[src/rtl/uart_rx_pkg.sv]
package uart_rx_pkg;

  typedef enum logic [1:0] {
    ST_IDLE,
    ST_START,
    ST_DATA,
    ST_STOP
  } rx_state_e;

  // status word layout, bit 4 down to bit 0
  typedef struct packed {
    logic rx_full;
    logic overrun;
    logic noise;
    logic framing;
    logic parity;
  } rx_flags_t;

  localparam int ADDR_STATUS = 0;
  localparam int ADDR_DATA   = 1;

endpackage

[src/rtl/rx_line_sync.sv]
module rx_line_sync #(
  parameter int STAGES = 2
) (
  input  logic clk,
  input  logic rst,
  input  logic line_in,
  output logic line_out
);
  logic [STAGES-1:0] chain;

  generate
    if (STAGES == 1) begin : g_single
      always_ff @(posedge clk) begin
        if (rst) chain <= '1;
        else     chain <= line_in;
      end
    end else begin : g_multi
      always_ff @(posedge clk) begin
        if (rst) chain <= '1;
        else     chain <= {chain[STAGES-2:0], line_in};
      end
    end
  endgenerate

  assign line_out = chain[STAGES-1];
endmodule

[src/rtl/rx_bit_vote.sv]
module rx_bit_vote #(
  parameter int OVERSAMPLE = 16,
  parameter int SAMPLE_MID = 8
) (
  input  logic clk,
  input  logic rst,
  input  logic tick,
  input  logic line,
  input  logic active,
  output logic bit_end,
  output logic bit_val,
  output logic bit_noise
);
  localparam int CNT_W = $clog2(OVERSAMPLE);
  localparam logic [CNT_W-1:0] LAST = CNT_W'(OVERSAMPLE - 1);
  localparam logic [CNT_W-1:0] WIN_LO = CNT_W'(SAMPLE_MID - 1);
  localparam logic [CNT_W-1:0] WIN_HI = CNT_W'(SAMPLE_MID + 1);

  logic [CNT_W-1:0] cnt;
  logic [2:0]       samp;
  logic             in_window;

  assign in_window = (cnt >= WIN_LO) && (cnt <= WIN_HI);

  // the detection tick is sample 0, so the counter waits at 1 while idle
  always_ff @(posedge clk) begin
    if (rst) begin
      cnt  <= CNT_W'(1);
      samp <= '1;
    end else if (tick) begin
      if (!active)           cnt <= CNT_W'(1);
      else if (cnt == LAST)  cnt <= '0;
      else                   cnt <= cnt + 1'b1;
      if (active && in_window) samp <= {samp[1:0], line};
    end
  end

  assign bit_end   = tick && active && (cnt == LAST);
  assign bit_val   = (samp[0] & samp[1]) | (samp[0] & samp[2]) | (samp[1] & samp[2]);
  assign bit_noise = !((samp == 3'b000) || (samp == 3'b111));

  // a bit can only end after its three samples have been taken in this bit
  assert_end_after_window_R1: assert property (@(posedge clk) disable iff (rst)
    (tick && active && cnt == WIN_HI) |=> !bit_end);
endmodule

[src/rtl/rx_frame_ctrl.sv]
module rx_frame_ctrl
  import uart_rx_pkg::*;
#(
  parameter int MAX_BITS = 9
) (
  input  logic                clk,
  input  logic                rst,
  input  logic                tick,
  input  logic                line,
  input  logic                cfg_nine_bits,
  input  logic                cfg_parity_en,
  input  logic                cfg_parity_odd,
  input  logic                bit_end,
  input  logic                bit_val,
  input  logic                bit_noise,
  output logic                active,
  output logic                frame_done,
  output logic [MAX_BITS-1:0] frame_data,
  output logic                frame_noise,
  output logic                frame_ferr,
  output logic                frame_perr
);
  localparam int POS_W = $clog2(MAX_BITS);
  localparam logic [POS_W-1:0] LAST_LONG  = POS_W'(MAX_BITS - 1);
  localparam logic [POS_W-1:0] LAST_SHORT = POS_W'(MAX_BITS - 2);

  rx_state_e         state;
  logic [POS_W-1:0]  pos;
  logic [POS_W-1:0]  last_pos;
  logic [MAX_BITS-1:0] shreg;
  logic              noise_acc;
  logic              par_acc;
  logic              armed;
  logic              lat_nine, lat_par_en, lat_odd;

  assign active   = (state != ST_IDLE);
  assign last_pos = lat_nine ? LAST_LONG : LAST_SHORT;

  always_ff @(posedge clk) begin
    if (rst) begin
      state       <= ST_IDLE;
      pos         <= '0;
      shreg       <= '0;
      noise_acc   <= 1'b0;
      par_acc     <= 1'b0;
      armed       <= 1'b0;
      lat_nine    <= 1'b0;
      lat_par_en  <= 1'b0;
      lat_odd     <= 1'b0;
      frame_done  <= 1'b0;
      frame_data  <= '0;
      frame_noise <= 1'b0;
      frame_ferr  <= 1'b0;
      frame_perr  <= 1'b0;
    end else begin
      frame_done <= 1'b0;
      unique case (state)
        ST_IDLE: begin
          if (tick) begin
            if (line) begin
              armed <= 1'b1;
            end else if (armed) begin
              state      <= ST_START;
              pos        <= '0;
              shreg      <= '0;
              noise_acc  <= 1'b0;
              par_acc    <= 1'b0;
              lat_nine   <= cfg_nine_bits;
              lat_par_en <= cfg_parity_en;
              lat_odd    <= cfg_parity_odd;
            end
          end
        end
        ST_START: begin
          if (bit_end) begin
            if (bit_val) begin
              state <= ST_IDLE;
              armed <= 1'b1;
            end else begin
              state     <= ST_DATA;
              noise_acc <= bit_noise;
            end
          end
        end
        ST_DATA: begin
          if (bit_end) begin
            shreg[pos] <= bit_val;
            par_acc    <= par_acc ^ bit_val;
            noise_acc  <= noise_acc | bit_noise;
            if (pos == last_pos) state <= ST_STOP;
            else                 pos   <= pos + 1'b1;
          end
        end
        ST_STOP: begin
          if (bit_end) begin
            state       <= ST_IDLE;
            armed       <= bit_val;
            frame_done  <= 1'b1;
            frame_data  <= shreg;
            frame_noise <= noise_acc | bit_noise;
            frame_ferr  <= !bit_val;
            frame_perr  <= lat_par_en & (par_acc ^ lat_odd);
          end
        end
        default: state <= ST_IDLE;
      endcase
    end
  end

  // an invalid start sends the receiver back to idle with no frame
  assert_bad_start_idle_R2: assert property (@(posedge clk) disable iff (rst)
    (state == ST_START && bit_end && bit_val) |=> (state == ST_IDLE && !frame_done));

  // after a break the receiver stays idle until the line is seen high
  assert_break_rearm_R5: assert property (@(posedge clk) disable iff (rst)
    (state == ST_IDLE && !armed) |=> (state == ST_IDLE));
endmodule

[src/rtl/rx_status_regs.sv]
module rx_status_regs
  import uart_rx_pkg::*;
#(
  parameter int DATA_W = 9,
  parameter int REG_W  = 16,
  parameter int ADDR_W = 1
) (
  input  logic              clk,
  input  logic              rst,
  input  logic              frame_done,
  input  logic [DATA_W-1:0] frame_data,
  input  logic              frame_noise,
  input  logic              frame_ferr,
  input  logic              frame_perr,
  input  logic              rd_en,
  input  logic [ADDR_W-1:0] rd_addr,
  output logic [REG_W-1:0]  rd_data
);
  localparam logic [ADDR_W-1:0] A_STAT = ADDR_W'(ADDR_STATUS);
  localparam logic [ADDR_W-1:0] A_DATA = ADDR_W'(ADDR_DATA);

  rx_flags_t         flags, flags_nxt, seen, after_clr;
  logic [DATA_W-1:0] data_q;
  logic              rd_stat, rd_dat;

  assign rd_stat = rd_en && (rd_addr == A_STAT);
  assign rd_dat  = rd_en && (rd_addr == A_DATA);

  always_comb begin
    after_clr = rd_dat ? rx_flags_t'(flags & ~seen) : flags;
    flags_nxt = after_clr;
    if (frame_done) begin
      if (after_clr.rx_full) begin
        flags_nxt.overrun = 1'b1;
      end else begin
        flags_nxt.rx_full = 1'b1;
        flags_nxt.noise   = frame_noise;
        flags_nxt.framing = frame_ferr;
        flags_nxt.parity  = frame_perr;
      end
    end
  end

  always_ff @(posedge clk) begin
    if (rst) begin
      flags   <= '0;
      seen    <= '0;
      data_q  <= '0;
      rd_data <= '0;
    end else begin
      flags <= flags_nxt;
      if (frame_done && !after_clr.rx_full) data_q <= frame_data;
      if (rd_stat)     seen <= flags;
      else if (rd_dat) seen <= '0;
      if (rd_stat)     rd_data <= REG_W'(flags);
      else if (rd_dat) rd_data <= REG_W'(data_q);
    end
  end

  // error flags move only on a frame completion or a clearing data read
  assert_flags_hold_R7: assert property (@(posedge clk) disable iff (rst)
    (!frame_done && !rd_dat) |=> $stable(flags));

  // receive-full rises only with a completed frame
  assert_full_with_frame_R7: assert property (@(posedge clk) disable iff (rst)
    $rose(flags.rx_full) |-> $past(frame_done));

  // a frame landing on a full register sets overrun and keeps the data
  assert_overrun_keeps_R8: assert property (@(posedge clk) disable iff (rst)
    (frame_done && flags.rx_full && !rd_dat) |=> (flags.overrun && $stable(data_q)));

  // a data read with nothing seen by a status read clears nothing
  assert_clear_needs_status_R9: assert property (@(posedge clk) disable iff (rst)
    (rd_dat && seen == '0 && !frame_done) |=> $stable(flags));

  // upper bits of the data word read as zero
  assert_upper_zero_R3: assert property (@(posedge clk) disable iff (rst)
    rd_dat |=> (rd_data[REG_W-1:DATA_W] == '0));
endmodule

[src/rtl/uart_rx_core.sv]
module uart_rx_core
  import uart_rx_pkg::*;
#(
  parameter int OVERSAMPLE  = 16,
  parameter int SAMPLE_MID  = 8,
  parameter int MAX_BITS    = 9,
  parameter int SYNC_STAGES = 2,
  parameter int REG_W       = 16,
  parameter int ADDR_W      = 1
) (
  input  logic              clk,
  input  logic              rst,
  input  logic              baud_tick,
  input  logic              rxd,
  input  logic              cfg_nine_bits,
  input  logic              cfg_parity_en,
  input  logic              cfg_parity_odd,
  input  logic              rd_en,
  input  logic [ADDR_W-1:0] rd_addr,
  output logic [REG_W-1:0]  rd_data
);
  logic                line_s;
  logic                active, bit_end, bit_val, bit_noise;
  logic                frame_done, frame_noise, frame_ferr, frame_perr;
  logic [MAX_BITS-1:0] frame_data;

  rx_line_sync #(.STAGES(SYNC_STAGES)) u_sync (
    .clk(clk), .rst(rst), .line_in(rxd), .line_out(line_s)
  );

  rx_bit_vote #(.OVERSAMPLE(OVERSAMPLE), .SAMPLE_MID(SAMPLE_MID)) u_vote (
    .clk(clk), .rst(rst), .tick(baud_tick), .line(line_s), .active(active),
    .bit_end(bit_end), .bit_val(bit_val), .bit_noise(bit_noise)
  );

  rx_frame_ctrl #(.MAX_BITS(MAX_BITS)) u_frame (
    .clk(clk), .rst(rst), .tick(baud_tick), .line(line_s),
    .cfg_nine_bits(cfg_nine_bits), .cfg_parity_en(cfg_parity_en),
    .cfg_parity_odd(cfg_parity_odd),
    .bit_end(bit_end), .bit_val(bit_val), .bit_noise(bit_noise),
    .active(active), .frame_done(frame_done), .frame_data(frame_data),
    .frame_noise(frame_noise), .frame_ferr(frame_ferr), .frame_perr(frame_perr)
  );

  rx_status_regs #(.DATA_W(MAX_BITS), .REG_W(REG_W), .ADDR_W(ADDR_W)) u_regs (
    .clk(clk), .rst(rst), .frame_done(frame_done), .frame_data(frame_data),
    .frame_noise(frame_noise), .frame_ferr(frame_ferr), .frame_perr(frame_perr),
    .rd_en(rd_en), .rd_addr(rd_addr), .rd_data(rd_data)
  );
endmodule

[config.mk]
export PLATFORM = sky130hd
export DESIGN_NAME = uart_rx_core
export DESIGN_NICKNAME = d
export VERILOG_FILES = /design/src/rtl/uart_rx_pkg.sv /design/src/rtl/rx_line_sync.sv /design/src/rtl/rx_bit_vote.sv /design/src/rtl/rx_frame_ctrl.sv /design/src/rtl/rx_status_regs.sv /design/src/rtl/uart_rx_core.sv
export SDC_FILE = /design/constraint.sdc
export NUM_CORES = 1
export LEC_CHECK = 0
export ABC_AREA = 1
export BUFFER_PORTS_ARGS = -buffer_cell sky130_fd_sc_hd__clkbuf_2
export CORE_MARGIN = 2
export CORE_UTILIZATION = 60
export DETAILED_ROUTE_END_ITERATION = 8
export PLACE_DENSITY = 0.82
export SETUP_SLACK_MARGIN = 0.15
export SYNTH_ARGS = -nofsm -noshare
export SYNTH_HDL_FRONTEND = slang
export SYNTH_SLANG_ARGS = --single-unit
export TNS_END_PERCENT = 100
[constraint.sdc]
create_clock -name clk -period 4 [get_ports clk]
set_input_delay 0.8 -clock clk [delete_from_list [all_inputs] [get_ports clk]]
set_output_delay 0.8 -clock clk [all_outputs]
set_load 0.005 [all_outputs]
==> impl_metrics.csv, run 1 <==
group,metric,value,unit
sta,maxSlewHeadroom,0.562,
final_layout,fill_cells,469,
pwr,p_per_area,472,mW/mm²
synthesis,ys.flop_type,"dfxtp_1",
critical_path,timing.rr.start,"u_frame.state[0]$_SDFFE_PP0P_",
route,drt-initial-drc-count,148,
sta,slew_violations,0,
final_layout,nets,501,
route,wl_per_cell,12.1,µm
pwr,ir_drop,272,µV
global_routing,grt_first_pass_wirelength,11.4,mm
final_layout,final_cell_area,0.00367,mm²
sta,finalSetupViolations,0,
route,vias,2919,
sta,setup_tns,0,ns
final_layout,fin_util,0.671,
route,drc,0,
clock_network,clk_latency,0.35,ns
critical_path,crit_type,"reg2reg",
clock_network,numCtsBuffers,9,
clock_network,path_clk_slew,0.08,ns
place,dp_hpwl,4.69,mm
critical_path,path_cells,"inv_1, ha_1, inv_1, nor2_2, nor2_2, nand2_1, nor2_1, nand2_1, nand2_1, nor2_1",
sta,skew,0.0120,ns
clock_network,post_cts_resized,0,
worst_hold_path,hold_class,"reg2reg",
synthesis,ys_async_sr_fraction,0,
final_layout,area_growth,9.20,%
final_layout,diodes,0,
sta,fin_ws,1.68,ns
critical_path,crit_path_start_kind,"register",
global_routing,antenna_found_initial,0,
pwr,leakage,0.00158,µW
synthesis,avgSynthCellArea,7.24,µm²
clock_network,cts_setup_buffers,0,
critical_path,path_buf_inv,2,
floorplan,die-area,0.00622,mm²
synthesis,synth_area,0.00336,mm²
route,ant_nets,0,
synthesis,yosysUniqueCellTypes,33,
synthesis,synthCells,464,
floorplan,placeableCoreArea,0.00547,mm²
place,portBuffers,17,
place,gp_congestion,0.874,
sta,rsz0062_at_grt,"false",
critical_path,end_kind,"register",
critical_path,crit_family,"simple AND/OR/NAND/NOR gates",
critical_path,max_stage_delay,0.46,ns
critical_path,cp_max_fo,11,
synthesis,synth_edf_count,0,
floorplan,die_x,78.8,µm
clock_network,hold_buffers,0,
critical_path,crit_cells,10,
synthesis,yosys_warnings,0,
synthesis,yosys-top-cells-count,"nand2_1, dfxtp_1, a21oi_1, inv_1, nor2_1",
route,first_pass_iters,5,
synthesis,synth_area_leader_cell,"dfxtp_1",
status,status,"complete, no violations",
global_routing,grt_max_degree,29,
global_routing,grt_pass1_vias,2630,
floorplan,fp-row-count,27,
route,viasPerCell,5.25,
floorplan,start_util,0.614,
sta,fin_crit_sh,0.581,
critical_path,crit_required,4.25,ns
critical_path,cp.arrival,2.57,ns
sta,whs,0.415,ns
clock_network,cts_tree,"yes",
synthesis,ys_ff_latch,71,
floorplan,pin_count,25,
synthesis,synth_area_leaders,"dfxtp_1, nand2_1, a21oi_1, inv_1, o21ai_0",
place,placed_area,0.00343,mm²
sta,clock.fmax,430,MHz
final_layout,drive_gt1_frac,0.114,
sta,tightest_slew,0.657,ns
clock_network,clock-root-buffer,"clkbuf_8",
critical_path,endpoint,"u_frame.state[0]$_SDFFE_PP0P_",
synthesis,yosysMostFrequentCell,"nand2_1",
route,drt_wl_total,6.73,mm
critical_path,r2r_setup_slack,1.68,ns
clock_network,htree_levels,3,
floorplan,die_h,78.8,µm
synthesis,netlist.area_leader.share,0.423,
synthesis,ys_seq_area_frac,0.423,
clock_network,clkSinkCount,71,
critical_path,cp_slowest_cell,"dfxtp_1",
place,place_ws,1.61,ns
run,drv_cap,0,
critical_path,crit_top_cell,"nand2_1",
critical_path,r2r_end,"u_frame.state[0]$_SDFFE_PP0P_",
sta,fin_crit,2.32,ns
critical_path,crit_path_start,"u_frame.state[0]$_SDFFE_PP0P_",
global_routing,grt_usage,0.231,
global_routing,gr-total-overflow,0,
sta,hold_viol_final,0,
critical_path,reg2reg_depth,10,
clock_network,cts_max_path_buffers,2,
## layer usage
metal	share of wire	GRT usage	wire [µm]	vias to the layer above
met3	0.037	0.0545	248	9
met4	0.015	0.0810	99	0
met1	0.45	0.262	3040	1348
met2	0.50	0.425	3340	57
met5	0	0	0	-
li1	-	-	-	1505
## worst min path at each step
stage                                from                         end  slack (ns)  depth (start not counted)
2_1_floorplan  u_sync.chain[0]$_SDFF_PP1_  u_sync.chain[1]$_SDFF_PP1_        0.39                          1
3_3_place_gp   u_sync.chain[0]$_SDFF_PP1_  u_sync.chain[1]$_SDFF_PP1_        0.39                          1
3_5_place_dp   u_sync.chain[0]$_SDFF_PP1_  u_sync.chain[1]$_SDFF_PP1_        0.40                          1
4_1_cts        u_sync.chain[0]$_SDFF_PP1_  u_sync.chain[1]$_SDFF_PP1_        0.42                          1
5_1_grt        u_sync.chain[0]$_SDFF_PP1_  u_sync.chain[1]$_SDFF_PP1_        0.43                          1
6_report       u_sync.chain[0]$_SDFF_PP1_  u_sync.chain[1]$_SDFF_PP1_        0.42                          1
## final cells by class
class                   instances  area, µm²  share of cell area
flip-flops and latches         71       1420               0.387
inverters                      53        200              0.0546
well taps                      72       90.1              0.0245
clock inverters                 7        120              0.0327
multi-input cells             326       1620               0.442
clock buffers                   9        124              0.0338
repair buffers                 18       92.6              0.0252
## layout by cell type (no fill, tap or decap), types with 5 or more instances in the layout
master / n
nor2_1: 47
inv_1: 49
dfxtp_1: 71
nand4_1: 5
conb_1: 7
nand3_1: 16
nand2_1: 122
o211ai_1: 7
clkbuf_8: 9
clkbuf_2: 17
ha_1: 13
a21oi_1: 49
o21ai_0: 36
## power by group
part | switching (µW) | internal [µW]
logic | 190 | 88.2
clock network | 286 | 416
registers | 24.9 | 729
total | 500 | 1230
## flip-flops by register name (all words and copies together), names as in the netlist, 2 cells and up, named ones only
signal / cells
u_sync.chain: 2
u_regs.rd_data: 9
u_frame.frame_data: 9
u_vote.samp: 3
u_regs.seen: 5
u_vote.cnt: 4
u_regs.data_q: 9
u_frame.pos: 4
u_frame.shreg: 9
u_regs.flags: 5
## kinds of logic after synthesis
family,synth area share
buffers and inverters,0.101
adders and majority gates,0.0484
DFF,0.423
and+or+nand+nor,0.266
xor gates and xnor gates,0.00521
AOI/OAI and AO/OA,0.155
other,0.00112
## metrics by stage
stage | total power (µW) | instances
floorplan | 999 | 470
global placement | 1030 | 540
detailed placement | 1040 | 540
CTS | 1730 | 556
global route | 1810 | 556
finish | 1730 | 556
Note: power is estimated with default switching activity, not from simulation.
==> inputs of run 2 (changes only) <==
Settings changed: CORE_UTILIZATION 60 to 59, PLACE_DENSITY 0.82 to 0.8.
Clock period 4 ns to 2.2 ns, I/O delays scaled along.
==> impl_metrics.csv, run 2 (synthesis results as in run 1) <==
group,metric,value,unit
status,status,"complete, no violations",
floorplan,die_h,79.5,µm
sta,fin_crit_sh,0.844,
sta,setup_tns,0,ns
floorplan,die-area,0.00632,mm²
clock_network,clk_latency,0.35,ns
floorplan,die_x,79.5,µm
final_layout,final_cell_mix,"nand2_1, dfxtp_1, a21oi_1, inv_1, nor2_1",
sta,rsz0062_at_grt,"false",
clock_network,cts_max_path_buffers,2,
route,drt_wl_total,6.86,mm
route,viasPerCell,5.25,
pwr,p_per_area,810,mW/mm²
clock_network,numCtsBuffers,9,
critical_path,end_kind,"register",
final_layout,diodes,0,
critical_path,crit_path_start_kind,"register",
global_routing,grt_pass1_vias,2697,
route,wl_per_cell,12.2,µm
final_layout,nets,507,
route,met1_length,3.12,mm
route,drt-initial-drc-count,132,
worst_hold_path,hold_start,"rxd",
critical_path,r2r_setup_slack,0.34,ns
route,first_pass_iters,4,
clock_network,htree_levels,3,
critical_path,cp.arrival,2.15,ns
final_layout,layout_commonest_cell,"nand2_1",
sta,skew,0.00906,ns
clock_network,cts_tree,"yes",
route,wl_met2,3.31,mm
run,drv_cap,0,
place,gp_congestion,0.956,
route,top_layer_used,"met4",
route,ant_nets,0,
global_routing,gr-total-overflow,0,
sta,clock.fmax,539,MHz
place,portBuffers,17,
worst_hold_path,worstHoldEndpoint,"u_sync.chain[0]$_SDFF_PP1_",
route,drc,0,
critical_path,crit_required,2.49,ns
sta,whs,0.277,ns
critical_path,crit_type,"reg2reg",
floorplan,start_util,0.610,
place,dp_hpwl,4.86,mm
pwr,finalPower,2980,µW
floorplan,pin_count,25,
route,dr_wl_met3,286,µm
worst_hold_path,hold_class,"in2reg",
sta,hold_viol_final,0,
clock_network,clkSinkCount,71,
floorplan,placeableCoreArea,0.00551,mm²
sta,fin_crit,1.86,ns
pwr,leakage,0.00158,µW
clock_network,path_clk_slew,0.09,ns
global_routing,grt_first_pass_wirelength,11.5,mm
critical_path,cp_max_fo,9,
pwr,ir_drop,520,µV
floorplan,fp-row-count,27,
worst_hold_path,min_path_cells,2,
global_routing,grt_usage,0.232,
final_layout,area_growth,9.42,%
route,vias,2953,
final_layout,drive_gt1_frac,0.131,
global_routing,grt_max_degree,28,
global_routing,antenna_found_initial,0,
critical_path,r2r_end,"u_frame.noise_acc$_SDFFE_PP0P_",
sta,slew_violations,0,
clock_network,clock-root-buffer,"clkbuf_8",
critical_path,reg2reg_depth,12,
sta,finalSetupViolations,0,
==> run 2: repair_timing <==
item,in CTS,in global routing
gates resized for setup,0,3
hold buffers,0,0
setup endpoints to repair,0,15
buffers inserted,0,0
==> run 2: worst max-delay path, stage by stage, from the launching register on <==
cell	delay (ns)
dfxtp_1	0.41
inv_1	0.10
ha_1	0.26
inv_2	0.09
nand2_2	0.09
nor2_4	0.16
nor2_2	0.05
nor2_2	0.14
buf_4	0.19
nand4_2	0.10
nand2_1	0.07
nand2_1	0.05
nor2_1	0.08
==> run 2: through the flow <==
stage	utilization	worst slack (ns)	instance area (µm²)	cells
4_1_cts	0.667	0.243	3670	562
6_report	0.668	0.344	3680	562
3_3_place_gp	0.630	0.348	3470	546
2_1_floorplan	-	0.508	3380	470
3_5_place_dp	0.630	0.262	3470	546
5_1_grt	0.668	0.176	3680	562
==> run 2: how the worst max path moves through the flow <==
stage | start | end | slack [ns]
final | register | u_frame.noise_acc$_SDFFE_PP0P_ | 0.34
after global routing | register | u_frame.noise_acc$_SDFFE_PP0P_ | 0.18
after CTS | u_frame.state[0]$_SDFFE_PP0P_ | u_frame.frame_data[6]$_SDFFE_PP0P_ | 0.24
after detailed placement | u_frame.state[0]$_SDFFE_PP0P_ | u_frame.frame_data[6]$_SDFFE_PP0P_ | 0.26
after global placement | u_frame.state[0]$_SDFFE_PP0P_ | u_frame.frame_data[6]$_SDFFE_PP0P_ | 0.35
after floorplan | u_frame.state[0]$_SDFFE_PP0P_ | u_frame.shreg[8]$_SDFFE_PP0P_ | 0.51
==> run 2: routing by layer <==
layer | vias to the layer above | global-route usage
li1 | 1519 | -
met3 | 14 | 0.0679
met5 | - | 0
met2 | 61 | 0.401
met4 | 0 | 0.0983
met1 | 1359 | 0.267
==> run 2: area by class of cell <==
| class | instances | area (µm²) |
|---|---|---|
| fill | 478 | 1830 |
| multi-input combinational | 326 | 1620 |
| sequential | 71 | 1420 |
| inverter | 53 | 200 |
| timing repair buffer | 24 | 138 |
| clock buffer | 9 | 124 |
| tap | 72 | 90.1 |
| clock inverter | 7 | 78.8 |
==> run 2: where the power goes <==
group | switching (µW) | internal [µW]
registers | 44.3 | 1330
logic | 345 | 177
clock network | 549 | 535
total | 938 | 2040
==> inputs of run 3 (changes only) <==
Settings changed: ABC_AREA 1 to 0, CORE_UTILIZATION 59 to 54, PLACE_DENSITY 0.8 to 0.78.
Clock period 2.2 ns to 1.7 ns, I/O delays scaled along.
==> impl_metrics.csv, run 3 <==
group,metric,value,unit
global_routing,gr-total-overflow,0,
place,placed_area,0.00367,mm²
clock_network,path_clk_slew,0.08,ns
sta,clock.fmax,569,MHz
synthesis,synthCells,392,
sta,skew,0.0101,ns
clock_network,numCtsBuffers,9,
pwr,p_per_area,838,mW/mm²
synthesis,ys_async_sr_fraction,0,
synthesis,yosys_warnings,0,
final_layout,diodes,0,
place,dp_hpwl,5.28,mm
global_routing,antenna_found_initial,0,
sta,hold_viol_final,0,
clock_network,cts_max_path_buffers,2,
synthesis,ys.flop_type,"dfxtp_1",
synthesis,yosysUniqueCellTypes,50,
clock_network,cts_tree,"yes",
place,portBuffers,17,
synthesis,synth_area_leaders,"dfxtp_1, a21oi_1, ha_1, mux2i_1, nand2_1",
floorplan,die_x,82.5,µm
final_layout,area_growth,28.9,%
sta,rsz0062_at_grt,"true",
final_layout,layout_commonest_cell,"dfxtp_1",
floorplan,start_util,0.559,
critical_path,crit_path_start_kind,"register",
floorplan,placeableCoreArea,0.00596,mm²
synthesis,ys_ff_latch,71,
synthesis,synth_edf_count,0,
global_routing,grt_max_degree,33,
route,first_pass_iters,5,
route,drc,0,
route,vias,3056,
pwr,pwr-share-clk,0.417,
sta,fin_crit,1.76,ns
final_layout,final_cell_mix,"dfxtp_1, buf_4, nand2_1, nor2_1, a21oi_1",
place,gp_congestion,0.884,
place,placedCellCount,493,
worst_hold_path,hold_class,"in2reg",
pwr,p_switching,902,µW
sta,fin_ws,-0.0570,ns
critical_path,crit_required,1.99,ns
run,drv_cap,0,
final_layout,post_layout_nonfiller_instances,525,
clock_network,clock-root-buffer,"clkbuf_8",
floorplan,fp-row-count,28,
floorplan,die-area,0.00681,mm²
status,violations,"setup timing",
clock_network,clk_latency,0.35,ns
route,ant_nets,0,
synthesis,synth_area,0.00333,mm²
final_layout,final_cell_area,0.00429,mm²
pwr,switching_share,0.251,
route,viasPerCell,5.82,
synthesis,netlist.area_leader.share,0.427,
critical_path,crit_type,"reg2reg",
clock_network,htree_levels,3,
pwr,ir_drop,770,µV
pwr,p_int,2690,µW
global_routing,grt_pass1_vias,2713,
route,drt_wl_total,8.34,mm
synthesis,yosysMostFrequentCell,"dfxtp_1",
final_layout,nets,467,
sta,finalSetupViolations,5,
clock_network,clkSinkCount,71,
critical_path,end_kind,"register",
sta,slew_violations,0,
status,status,"complete, but fails checks",
sta,fin_crit_sh,1.03,
synthesis,synth_area_leader_cell,"dfxtp_1",
synthesis,ys_seq_area_frac,0.427,
pwr,leakage,0.00166,µW
floorplan,die_h,82.5,µm
route,drt-initial-drc-count,152,
place,place_ws,-0.0586,ns
floorplan,pin_count,25,
final_layout,drive_gt1_frac,0.307,
global_routing,grt_usage,0.242,
route,wl_per_cell,15.9,µm
sta,whs,0.169,ns
pwr,power_frac_seq,0.474,
global_routing,grt_first_pass_wirelength,12.5,mm
sta,setup_tns,-0.178,ns
critical_path,cp.arrival,2.04,ns
synthesis,avgSynthCellArea,8.49,µm²
critical_path,cp_max_fo,4,
pwr,combPwrFrac,0.109,
synthesis,yosys-top-cells-count,"dfxtp_1, nand2_1, a21oi_1",
run 3: changes by cell type in the layout (fill, tap and decap cells not counted), sizes merged, moves of 8 or more:
cell   change
a31oi      +9
nand2     -86
mux2i     +16
a21oi     -14
buf       +43
nor2      -19
o21ai      -8
inv       -39
run 3: through the flow:
step | power (µW) | util
3_5_place_dp | 2030 | 0.616
3_3_place_gp | 2020 | 0.616
6_report | 3590 | 0.720
4_1_cts | 3560 | 0.683
5_1_grt | 3710 | 0.720
2_1_floorplan | 1940 | -
run 3: timing repair:
action	CTS	global route
hold buffers	0	0
gates resized for setup	41	47
setup endpoints to repair	31	34
hold endpoints to repair	0	0
pin swaps	18	31
buffers inserted	11	5
run 3: logic make-up after synthesis:
family,after synthesis,share of synthesized area
AOI/OAI and AO/OA,100,0.180
xor gates and xnor gates,2,0.00526
other,1,0.00113
DFF,71,0.427
adders and majority gates,14,0.0519
and+or+nand+nor,142,0.221
muxes,16,0.0481
buffers and inverters,46,0.0665
run 3: final timing paths:
check,slack [ns],startpoint,to,cells after the start
worst min register to register,0.44,u_sync.chain[0]$_SDFF_PP1_,u_sync.chain[1]$_SDFF_PP1_,1
worst max-delay path,-0.06,u_frame.state[0]$_SDFFE_PP0P_,u_vote.cnt[3]$_SDFFE_PP0P_,6
worst max register to register,-0.06,u_frame.state[0]$_SDFFE_PP0P_,u_vote.cnt[3]$_SDFFE_PP0P_,6
worst min-delay path,0.17,rxd,u_sync.chain[0]$_SDFF_PP1_,2
run 3: layer usage:
layer | vias up | part of all wire | GRT usage
li1 | 1485 | - | -
met1 | 1417 | 0.43 | 0.299
met2 | 117 | 0.48 | 0.406
met3 | 37 | 0.050 | 0.0533
met4 | 0 | 0.039 | 0.102
met5 | - | 0 | 0
run 3: area by class of cell:
type	count	area, µm²
multi-input combinational	281	1980
clock inverter	6	92.6
clock buffer	10	128
timing repair buffer	67	510
inverter	15	61.3
sequential	71	1430
tap	75	93.8
fill	430	1670
run 3: power by group through the flow:
stage | clock network, µW | logic (µW) | registers (µW)
5_1_grt | 1580 | 420 | 1710
6_report | 1500 | 393 | 1700
3_3_place_gp | 0 | 280 | 1740
3_5_place_dp | 0 | 287 | 1740
2_1_floorplan | 0 | 193 | 1740
4_1_cts | 1520 | 341 | 1700
run 3: worst max-delay path, cell delays in order (launching register included):
cell	delay (ns)
dfxtp_4	0.37
inv_4	0.05
ha_4	0.17
nand3b_1	0.28
buf_6	0.20
or4_4	0.50
a21oi_2	0.13
